<file path="src/rtl/ixr_pkg.sv">
package ixr_pkg;

    localparam int XLEN    = 32;
    localparam int BCNT_W  = 7;
    localparam int SO_POS  = XLEN - 1;
    localparam int OV_POS  = XLEN - 2;
    localparam int CA_POS  = XLEN - 3;
    localparam int KEEP_HI = XLEN - 17;
    localparam int KEEP_LO = XLEN - 24;
    localparam int KEEP_W  = KEEP_HI - KEEP_LO + 1;
    localparam int SHAMT_W = $clog2(XLEN) + 1;

    typedef enum logic [2:0] {
        OPC_ADD   = 3'd0,
        OPC_ADDC  = 3'd1,
        OPC_ADDE  = 3'd2,
        OPC_SUBF  = 3'd3,
        OPC_SUBFC = 3'd4,
        OPC_SUBFE = 3'd5,
        OPC_SRA   = 3'd6,
        OPC_CMP   = 3'd7
    } ixr_op_e;

    typedef struct packed {
        logic so;
        logic ov;
        logic ca;
    } ixr_flags_t;

    typedef struct packed {
        logic ov_wr;
        logic ov_val;
        logic ca_wr;
        logic ca_val;
    } ixr_upd_t;

    function automatic logic op_is_arith(ixr_op_e op);
        return (op == OPC_ADD)  || (op == OPC_ADDC)  || (op == OPC_ADDE) ||
               (op == OPC_SUBF) || (op == OPC_SUBFC) || (op == OPC_SUBFE);
    endfunction

    function automatic logic op_is_sub(ixr_op_e op);
        return (op == OPC_SUBF) || (op == OPC_SUBFC) || (op == OPC_SUBFE);
    endfunction

    function automatic logic op_writes_carry(ixr_op_e op);
        return (op == OPC_ADDC) || (op == OPC_ADDE) ||
               (op == OPC_SUBFC) || (op == OPC_SUBFE);
    endfunction

    function automatic logic op_carry_in(ixr_op_e op, logic stored_ca);
        logic cin;
        case (op)
            OPC_ADDE, OPC_SUBFE: cin = stored_ca;
            OPC_SUBF, OPC_SUBFC: cin = 1'b1;
            default:             cin = 1'b0;
        endcase
        return cin;
    endfunction

endpackage

</file>
<file path="src/rtl/ixr_addsub.sv">
module ixr_addsub
    import ixr_pkg::*;
#(
    parameter int W = XLEN
) (
    input  ixr_op_e        op,
    input  logic [W-1:0]   a,
    input  logic [W-1:0]   b,
    input  logic           stored_ca,
    output logic           carry_top,
    output logic           ovf
);
    logic [W-1:0] x;
    logic [W-1:0] sum;
    logic         cin;
    logic         carry_into_top;

    always_comb begin
        x   = op_is_sub(op) ? ~a : a;
        cin = op_carry_in(op, stored_ca);
        {carry_top, sum} = {1'b0, x} + {1'b0, b} + {{W{1'b0}}, cin};
        carry_into_top   = x[W-1] ^ b[W-1] ^ sum[W-1];
        ovf              = carry_top ^ carry_into_top;
    end

endmodule

</file>
<file path="src/rtl/ixr_sra_carry.sv">
module ixr_sra_carry
    import ixr_pkg::*;
#(
    parameter int W = XLEN,
    localparam int AW = $clog2(W) + 1
) (
    input  logic [W-1:0]  src,
    input  logic [AW-1:0] amt,
    output logic          ca
);
    logic [W-1:0] lost_mask;

    always_comb begin
        for (int i = 0; i < W; i++) begin
            lost_mask[i] = (AW'(i) < amt);
        end
        ca = src[W-1] & (|(src & lost_mask));
    end

    // a non-negative source never yields a carry
    always_comb begin
        a_r6_nonneg_no_carry: assert (src[W-1] || !ca);
    end

endmodule

</file>
<file path="src/rtl/ixr_store.sv">
module ixr_store
    import ixr_pkg::*;
#(
    parameter int W  = XLEN,
    parameter int BW = BCNT_W
) (
    input  logic         clk,
    input  logic         rst,
    input  logic         sw_we,
    input  logic [W-1:0] sw_wdata,
    input  logic         sw_re,
    input  ixr_upd_t     upd,
    output logic         base_ca,
    output ixr_flags_t   flags,
    output logic [W-1:0] sw_rdata
);
    localparam int SO_B = W - 1;
    localparam int OV_B = W - 2;
    localparam int CA_B = W - 3;
    localparam int KH   = W - 17;
    localparam int KL   = W - 24;
    localparam int KW   = KH - KL + 1;

    ixr_flags_t    flags_q, base_f, next_f;
    logic [KW-1:0] keep_q, keep_n;
    logic [BW-1:0] bcnt_q, bcnt_n;
    logic [W-1:0]  word;

    always_comb begin
        if (sw_we) begin
            base_f.so = sw_wdata[SO_B];
            base_f.ov = sw_wdata[OV_B];
            base_f.ca = sw_wdata[CA_B];
            keep_n    = sw_wdata[KH:KL];
            bcnt_n    = sw_wdata[BW-1:0];
        end else begin
            base_f = flags_q;
            keep_n = keep_q;
            bcnt_n = bcnt_q;
        end
        base_ca   = base_f.ca;
        next_f.ov = upd.ov_wr ? upd.ov_val : base_f.ov;
        next_f.so = base_f.so | (upd.ov_wr & upd.ov_val);
        next_f.ca = upd.ca_wr ? upd.ca_val : base_f.ca;
    end

    always_comb begin
        word               = '0;
        word[SO_B]         = flags_q.so;
        word[OV_B]         = flags_q.ov;
        word[CA_B]         = flags_q.ca;
        word[KH:KL]        = keep_q;
        word[BW-1:0]       = bcnt_q;
    end

    always_ff @(posedge clk) begin
        if (rst) begin
            flags_q  <= '0;
            keep_q   <= '0;
            bcnt_q   <= '0;
            sw_rdata <= '0;
        end else begin
            flags_q <= next_f;
            keep_q  <= keep_n;
            bcnt_q  <= bcnt_n;
            if (sw_re) begin
                sw_rdata <= word;
            end
        end
    end

    assign flags = flags_q;

    // summary-overflow never drops without a software write
    a_r5_so_sticky: assert property (@(posedge clk) disable iff (rst)
        (flags_q.so && !sw_we) |=> flags_q.so);

    // read data holds without a strobe
    a_r9_rdata_hold: assert property (@(posedge clk) disable iff (rst)
        !sw_re |=> $stable(sw_rdata));

    // unretained reserved bits read as zero
    a_r8_reserved_zero: assert property (@(posedge clk) disable iff (rst)
        (sw_rdata[W-4:W-16] == '0) && (sw_rdata[BW] == 1'b0));

endmodule

</file>
<file path="src/rtl/ixr_unit.sv">
module ixr_unit
    import ixr_pkg::*;
#(
    parameter int W  = XLEN,
    parameter int BW = BCNT_W
) (
    input  logic         clk,
    input  logic         rst,
    input  logic         op_valid,
    input  logic [2:0]   op_class,
    input  logic [W-1:0] op_a,
    input  logic [W-1:0] op_b,
    input  logic         op_oe,
    input  logic         sw_we,
    input  logic [W-1:0] sw_wdata,
    input  logic         sw_re,
    output logic [W-1:0] sw_rdata,
    output logic         so_o,
    output logic         ov_o,
    output logic         ca_o
);
    localparam int AW = $clog2(W) + 1;

    ixr_op_e    op;
    ixr_upd_t   upd;
    ixr_flags_t flags;
    logic       base_ca;
    logic       arith_carry, arith_ovf, sra_ca;

    assign op = ixr_op_e'(op_class);

    ixr_addsub #(.W(W)) u_addsub (
        .op        (op),
        .a         (op_a),
        .b         (op_b),
        .stored_ca (base_ca),
        .carry_top (arith_carry),
        .ovf       (arith_ovf)
    );

    ixr_sra_carry #(.W(W)) u_sra (
        .src (op_a),
        .amt (op_b[AW-1:0]),
        .ca  (sra_ca)
    );

    always_comb begin
        upd = '0;
        if (op_valid) begin
            if (op_is_arith(op) && op_oe) begin
                upd.ov_wr  = 1'b1;
                upd.ov_val = arith_ovf;
            end
            if (op_writes_carry(op)) begin
                upd.ca_wr  = 1'b1;
                upd.ca_val = arith_carry;
            end else if (op == OPC_SRA) begin
                upd.ca_wr  = 1'b1;
                upd.ca_val = sra_ca;
            end
        end
    end

    ixr_store #(.W(W), .BW(BW)) u_store (
        .clk      (clk),
        .rst      (rst),
        .sw_we    (sw_we),
        .sw_wdata (sw_wdata),
        .sw_re    (sw_re),
        .upd      (upd),
        .base_ca  (base_ca),
        .flags    (flags),
        .sw_rdata (sw_rdata)
    );

    assign so_o = flags.so;
    assign ov_o = flags.ov;
    assign ca_o = flags.ca;

    // a compare leaves every flag as it was
    a_r7_cmp_hold: assert property (@(posedge clk) disable iff (rst)
        (op_valid && op_class == 3'd7 && !sw_we) |=> $stable({so_o, ov_o, ca_o}));

    // overflow disabled keeps the overflow flag
    a_r3_oe_off_hold: assert property (@(posedge clk) disable iff (rst)
        (op_valid && !op_oe && !sw_we) |=> $stable(ov_o));

endmodule

</file>
<file path="config.mk">
export PLATFORM = sky130hd
export DESIGN_NAME = ixr_unit
export DESIGN_NICKNAME = d
export VERILOG_FILES = /design/src/rtl/ixr_pkg.sv /design/src/rtl/ixr_addsub.sv /design/src/rtl/ixr_sra_carry.sv /design/src/rtl/ixr_store.sv /design/src/rtl/ixr_unit.sv
export SDC_FILE = /design/constraint.sdc
export NUM_CORES = 1
export LEC_CHECK = 0
export BUFFER_PORTS_ARGS = -buffer_cell sky130_fd_sc_hd__buf_2
export CORE_ASPECT_RATIO = 1.1
export CORE_UTILIZATION = 47
export CTS_CLUSTER_DIAMETER = 80
export DETAILED_ROUTE_END_ITERATION = 10
export HOLD_SLACK_MARGIN = 0.06
export PLACE_DENSITY_LB_ADDON = 0.25
export SYNTH_ARGS = -nofsm -noshare
export SYNTH_HDL_FRONTEND = slang
export SYNTH_SLANG_ARGS = --single-unit
</file>
<file path="constraint.sdc">
create_clock -name clk -period 4.6 [get_ports clk]
set_input_delay 0.92 -clock clk [delete_from_list [all_inputs] [get_ports clk]]
set_output_delay 0.92 -clock clk [all_outputs]
set_load 0.02 [all_outputs]
</file>
Word level (Yosys, flattened, before mapping)
Index checks and enable logic that the tools add are counted.

Register bits after elaboration: 36. Input bits: 105.

$add $sub $neg: 2. Magnitude comparators: 32. Equality and inequality tests: 6. Mux-type cells: 9. Bitwise operators: 8. Reductions and logical operators: 16.

Operators by type and width (number): < comparator 5 x 6 -> 1 bit, first input constant (16); < comparator 4 x 6 -> 1 bit, first input constant (8); adder 32 x 32 -> 33 bit (1); adder 33 x 1 -> 33 bit (1); AND 32 bit (1); 2-to-1 mux 32 bit (1); NOT 32 bit (1); OR reduction 32 bit (1); < comparator 3 x 6 -> 1 bit, first input constant (4); < comparator 1 x 6 -> 1 bit, first input constant (2); < comparator 2 x 6 -> 1 bit, first input constant (2); logical OR 1 bit (10); equality test 3 bit, second input constant (3); equality test 3 x 2 -> 1 bit, second input constant (2); 2-to-1 mux 2 bit (3); 2-to-1 mux 4 bit (1); OR reduction 2 bit (2); equality test 3 x 1 -> 1 bit, second input constant (1); logical NOT 3 bit (1); 2-to-1 mux 3 bit (1); XOR 1 bit (3); AND 1 bit (2); 2-to-1 mux 1 bit (2); one-hot mux 1 bit (2 select lines) (1); other kinds (3) (3).

Logic depth before layout (Yosys ltp)
Depth in word-level cells: 12. Gate-level depth with buffers: 15.

By module
A second synthesis with hierarchy kept.

Cells, all modules: 363. Area, all modules: 3168.0 um^2.

By module, submodules not included: ixr_store (instances 1, cells each 136, area an instance 1425.1 um^2); ixr_addsub (instances 1, cells each 141, area an instance 1193.6 um^2); ixr_sra_carry (instances 1, cells each 74, area an instance 471.7 um^2); ixr_unit (instances 1, cells each 12, area an instance 77.6 um^2).

Worst setup path after synthesis
OpenSTA, ideal clock, no wires.

Path kind: input port to flip-flop. From: input port op_class[2]. To: register u_store.flags_q, in the netlist u_store.flags[0]. Setup time: 0.120 ns. Data arrival time: 3.447 ns. Required time: 4.480 ns. Slack: 1.033 ns. Stages on the path: 13. Path through: buf_2 -> inv_1 -> o21ai_1 -> buf_2 -> xor2_1 -> ha_1 -> or4_1 -> o211ai_1 -> a211oi_1 -> a31oi_1 -> o21bai_1 -> and3_1 -> o31a_1.

Longest elaborated chain between the ends: 9.

RTL lines: from (decl) (line ixr_unit.sv:10) `input logic [2:0] op_class,`; equality test 3 x 2 -> 1 bit / equality test 3 bit (equally long branches) (line ixr_pkg.sv:43, ixr_pkg.sv:53, ixr_pkg.sv:48); logical OR 1 bit (2 in series) (line ixr_pkg.sv:43) `return (op == OPC_SUBF) || (op == OPC_SUBFC) || (op == OPC_SUBFE);`; 2-to-1 mux 32 bit (line ixr_addsub.sv:19) `x = op_is_sub(op) ? ~a : a;`; adder 32 x 32 -> 33 bit (line ixr_addsub.sv:21) `{carry_top, sum} = {1'b0, x} + {1'b0, b} + {{W{1'b0}}, cin};`; adder 33 x 1 -> 33 bit (line ixr_addsub.sv:21); 2-to-1 mux 2 bit (*) (line ixr_unit.sv:54) `if (op_writes_carry(op)) begin`; 2-to-1 mux 4 bit (*) (line ixr_unit.sv:49) `if (op_valid) begin`; 2-to-1 mux 1 bit (*) (line ixr_store.sv:44) `next_f.ca = upd.ca_wr ? upd.ca_val : base_f.ca;`; to (signal assigned) (line ixr_store.sv:63) `flags_q <= next_f;`; to (decl) (line ixr_store.sv:24) `ixr_flags_t flags_q, base_f, next_f;`.

Mark *: on every way between the ends. The rest lies on a longest branch, timed or not. A chain may end at the register's enable or synchronous reset.

Worst setup path in the final report
Ends and elaborated chain as after synthesis.

==> key figures <==
Clock tree
  – H-tree depth: 2
  – CTS root buffer: clkbuf_8
  – Post-CTS setup buffer count: 0
  – Num CTS Buffers: 5
  – Clk sinks: 36
  – Worst-skew pair later-pin latency: 0.28 ns
  – # resized after CTS: 0
  – Reg clk slew, reported paths: 0.07 ns
  – Post-CTS Hold Buffers: 0
  – Clk buf depth: 2
  – CTS tree: built

Worst hold path
  – Worst min-delay path class: reg -> reg
  – Hold EP: u_store.sw_rdata[11]$_SDFFE_PP0P_
  – Worst Hold Launch: u_store.sw_rdata[11]$_SDFFE_PP0P_
  – Hold Path Depth: 2

Pwr
  – Sw Ratio: 0.325
  – Int Power: about 0.00057 W
  – Clk network pwr share: 0.273
  – Combinational power share: 0.331
  – Sequential share of power: 0.396
  – P per Cell Area: between 200 and 250 nW/um2
  – Worst vdd ir: 341 uV
  – Leakage Power: between 1.5 and 2 nW
  – Psw: about 0.00028 W

Die
  – FP Rows: 29
  – Die width: approximately 76 um
  – Top Ports: 140
  – Die area: 6300 um2
  – Die Height: 83.1 um
  – Initial Utilization: 0.487
  – Core area: between 5000 and 6000 um2

Finish
  – Ant. Diodes: 0
  – Commonest non-fill, non-tap cell in the layout: buf_2
  – Area delta synth->final: 22.7%
  – Commonest cells after routing, fill and taps aside: buf_2, nor2_1, mux2i_1, dfxtp_1, ha_1
  – Final instance area: roughly 3400 um2
  – Fillers: approximately 530
  – Share of cells above drive strength 1: 0.284
  – Utilization after layout: 0.598
  – Final #Nets: 565

Worst setup path
  – CP Capture Type: register
  – Crit path DAT: 4.13 ns
  – Crit Path Class: in -> reg
  – Reg2reg end: u_store.flags[1]$_SDFFE_PP0P_
  – Critical R2R Launch: u_store.flags[0]$_SDFF_PP0_
  – Critical Path Fanout Max: 28
  – Critical Path Start Type: input port
  – Critical Path RT: ~4.8 ns
  – R2R cell count: 8
  – Reg2Reg Setup Slack: around 2.5 ns

Synthesis
  – Synthesized area per cell: 8.62 um2
  – Mapped Cells: approximately 330
  – EDFF count, synth: 0
  – Dominant synthesized flop cell: dfxtp_1
  – Post-Synth XOR/XNOR Area: 0.106
  – FFs w/ async S/R, synth: 0
  – Ys Warns: 0
  – Netlist cell types: 46
  – Multiplexer share of the synthesized area: 0.128
  – Largest family of logic cells by synthesized area: compound AO/OA/AOI/OAI gates
  – Cell Area, Synth: 2810 um2
  – Seq cells post-synth: 36
  – Simple-gate area share of the yosys netlist: 0.143
  – Synth Area in Adders: 0.142
  – Complex-gate fraction of the synthesized area: 0.153
  – Register area share after synthesis: 0.256

Global routing
  – Largest net degree at the start of global routing: 37
  – First-pass GRT wire length: approximately 11 mm
  – Initial antenna violation count: 0
  – Congestion Overflow GR: 0
  – GR Util All Layers: 0.216
  – Number of global-route vias before repair: between 2000 and 3000

STA
  – Setup TNS Final: 0 ns
  – Period utilisation layout: 0.859
  – Maximum clock frequency: 253 MHz
  – Slew of the pin with the lowest slew margin: ~1.0 ns
  – Final Skew: about 0.0021 ns
  – Worst setup margin: ~0.65 ns
  – Tmin final: roughly 4 ns
  – Slew Limit Headroom: 0.301
  – Unrepaired setup endpoints after global routing: no
  – Hold Vio Cnt, Final: 0
  – Final setup violation count: 0
  – Max Slew Vio Count: 0

Routing
  – Post-Route WL: approximately 6.5 mm
  – Post-route ant nets: 0
  – DRC viols: 0
  – Detailed Route Iter0 Violations: between 60 and 70
  – DR WL/cell: about 13 um
  – Vias: about 2600
  – Drt via density: between 5 and 6
  – Pre-Repair DR Iteration Count: 4

Status
  – Status: complete, no violations

Placement
  – Final Wtd Congestion: 0.791
  – IO buf count: 111
  – Worst slack, placed: a little under 0.3 ns
  – Area after DPL: about 3400 um2
  – HPWL Detailed: roughly 5.2 mm

Flow run
  – Max-cap violations: 0
-- power by group through the flow --
stage	sequential [W]	combinational (W)	clock [W]
after floorplan	0.000351	0.000190	0
after global placement	0.000342	0.000275	0
after detailed placement	0.000343	0.000282	0
after CTS	0.000336	0.000284	0.000240
after global routing	0.000338	0.000320	0.000250
final	0.000336	0.000282	0.000232
-- sequential cells by signal (all words and copies together) (netlist names) --
name,cells
u_store.flags,3
u_store.keep_q,8
u_store.bcnt_q,7
u_store.sw_rdata,18
-- per-layer routing --
layer  track usage  share of wire  wire, um  vias to the layer above
met5             0              0         0                        -
met4        0.0842          0.011        75                        0
met3        0.0425          0.069       453                        5
met2         0.374           0.49      3230                       86
met1         0.251           0.42      2780                     1179
li1              -              -         -                     1352
-- synthesized netlist by cell type, drive strengths merged (2+ instances only) --
library cell,instances,share of area
inv,5,0.0067
o211ai,2,0.0053
xnor2,3,0.0093
o21ai,8,0.014
or4,2,0.0053
nand3,12,0.021
ha,32,0.14
nor3,5,0.0089
xor2,31,0.097
o32ai,3,0.0093
dfxtp,36,0.26
nor2b,2,0.0044
nand2,8,0.011
a21o,5,0.013
buf,22,0.052
nor4,4,0.0089
nand4,4,0.0089
o21bai,3,0.0080
o22ai,3,0.0067
o21a,3,0.0080
clkbuf,8,0.011
a21oi,22,0.039
a211oi,3,0.0080
nand2b,2,0.0044
nor2,42,0.056
mux2i,36,0.13
a31oi,3,0.0067
o31a,2,0.0062
-- through the flow --
| stage | total power [W] | std cells | hold slack [ns] |
|---|---|---|---|
| final | 0.000850 | 506 | 0.492 |
| after global routing | 0.000908 | 506 | 0.521 |
| after CTS | 0.000860 | 506 | 0.500 |
| after detailed placement | 0.000625 | 498 | 0.477 |
| after global placement | 0.000617 | 498 | 0.470 |
| after floorplan | 0.000542 | 339 | 0.460 |
-- worst max-delay path by stage --
stage | start | end | slack [ns] | cells past startpoint
4_1_cts | op_class[2] | u_store.flags[0]$_SDFF_PP0_ | 0.59 | 14
3_5_place_dp | op_class[2] | u_store.flags[0]$_SDFF_PP0_ | 0.29 | 14
6_report | op_class[2] | u_store.flags[0]$_SDFF_PP0_ | 0.65 | 14
3_3_place_gp | op_class[2] | u_store.flags[0]$_SDFF_PP0_ | 0.35 | 14
5_1_grt | op_class[2] | u_store.flags[0]$_SDFF_PP0_ | 0.35 | 14
2_1_floorplan | op_class[2] | u_store.flags[0]$_SDFF_PP0_ | 1.03 | 13
-- critical path: stages --
cell,delay [ns]
buf_2,0.16
inv_1,0.10
o21ai_4,0.80
buf_4,0.30
xor2_1,0.16
ha_1,0.26
a21o_1,0.18
a21o_1,0.17
a21oi_1,0.17
o211ai_1,0.10
a31oi_1,0.29
o21bai_1,0.09
and3_1,0.16
o31a_1,0.26
-- logic make-up after synthesis --
group,Yosys count
compound gates,66
mux,36
xor+xnor,34
simple gates,86
flops,36
fa+ha+maj,32
buf+inv,35
other cells,1
-- area by class of cell --
| class | instances | area (um2) | area share |
|---|---|---|---|
| Multi-Input combinational cell | 268 | 1960 | 0.567 |
| Clock inverter | 1 | 7.51 | 0.00218 |
| Timing Repair Buffer | 112 | 563 | 0.163 |
| Inverter | 5 | 18.8 | 0.00544 |
| Clock buffer | 7 | 86.3 | 0.0250 |
| Tap cell | 77 | 96.3 | 0.0279 |
| Sequential cell | 36 | 721 | 0.209 |
Power figures use the tool's default switching activity.
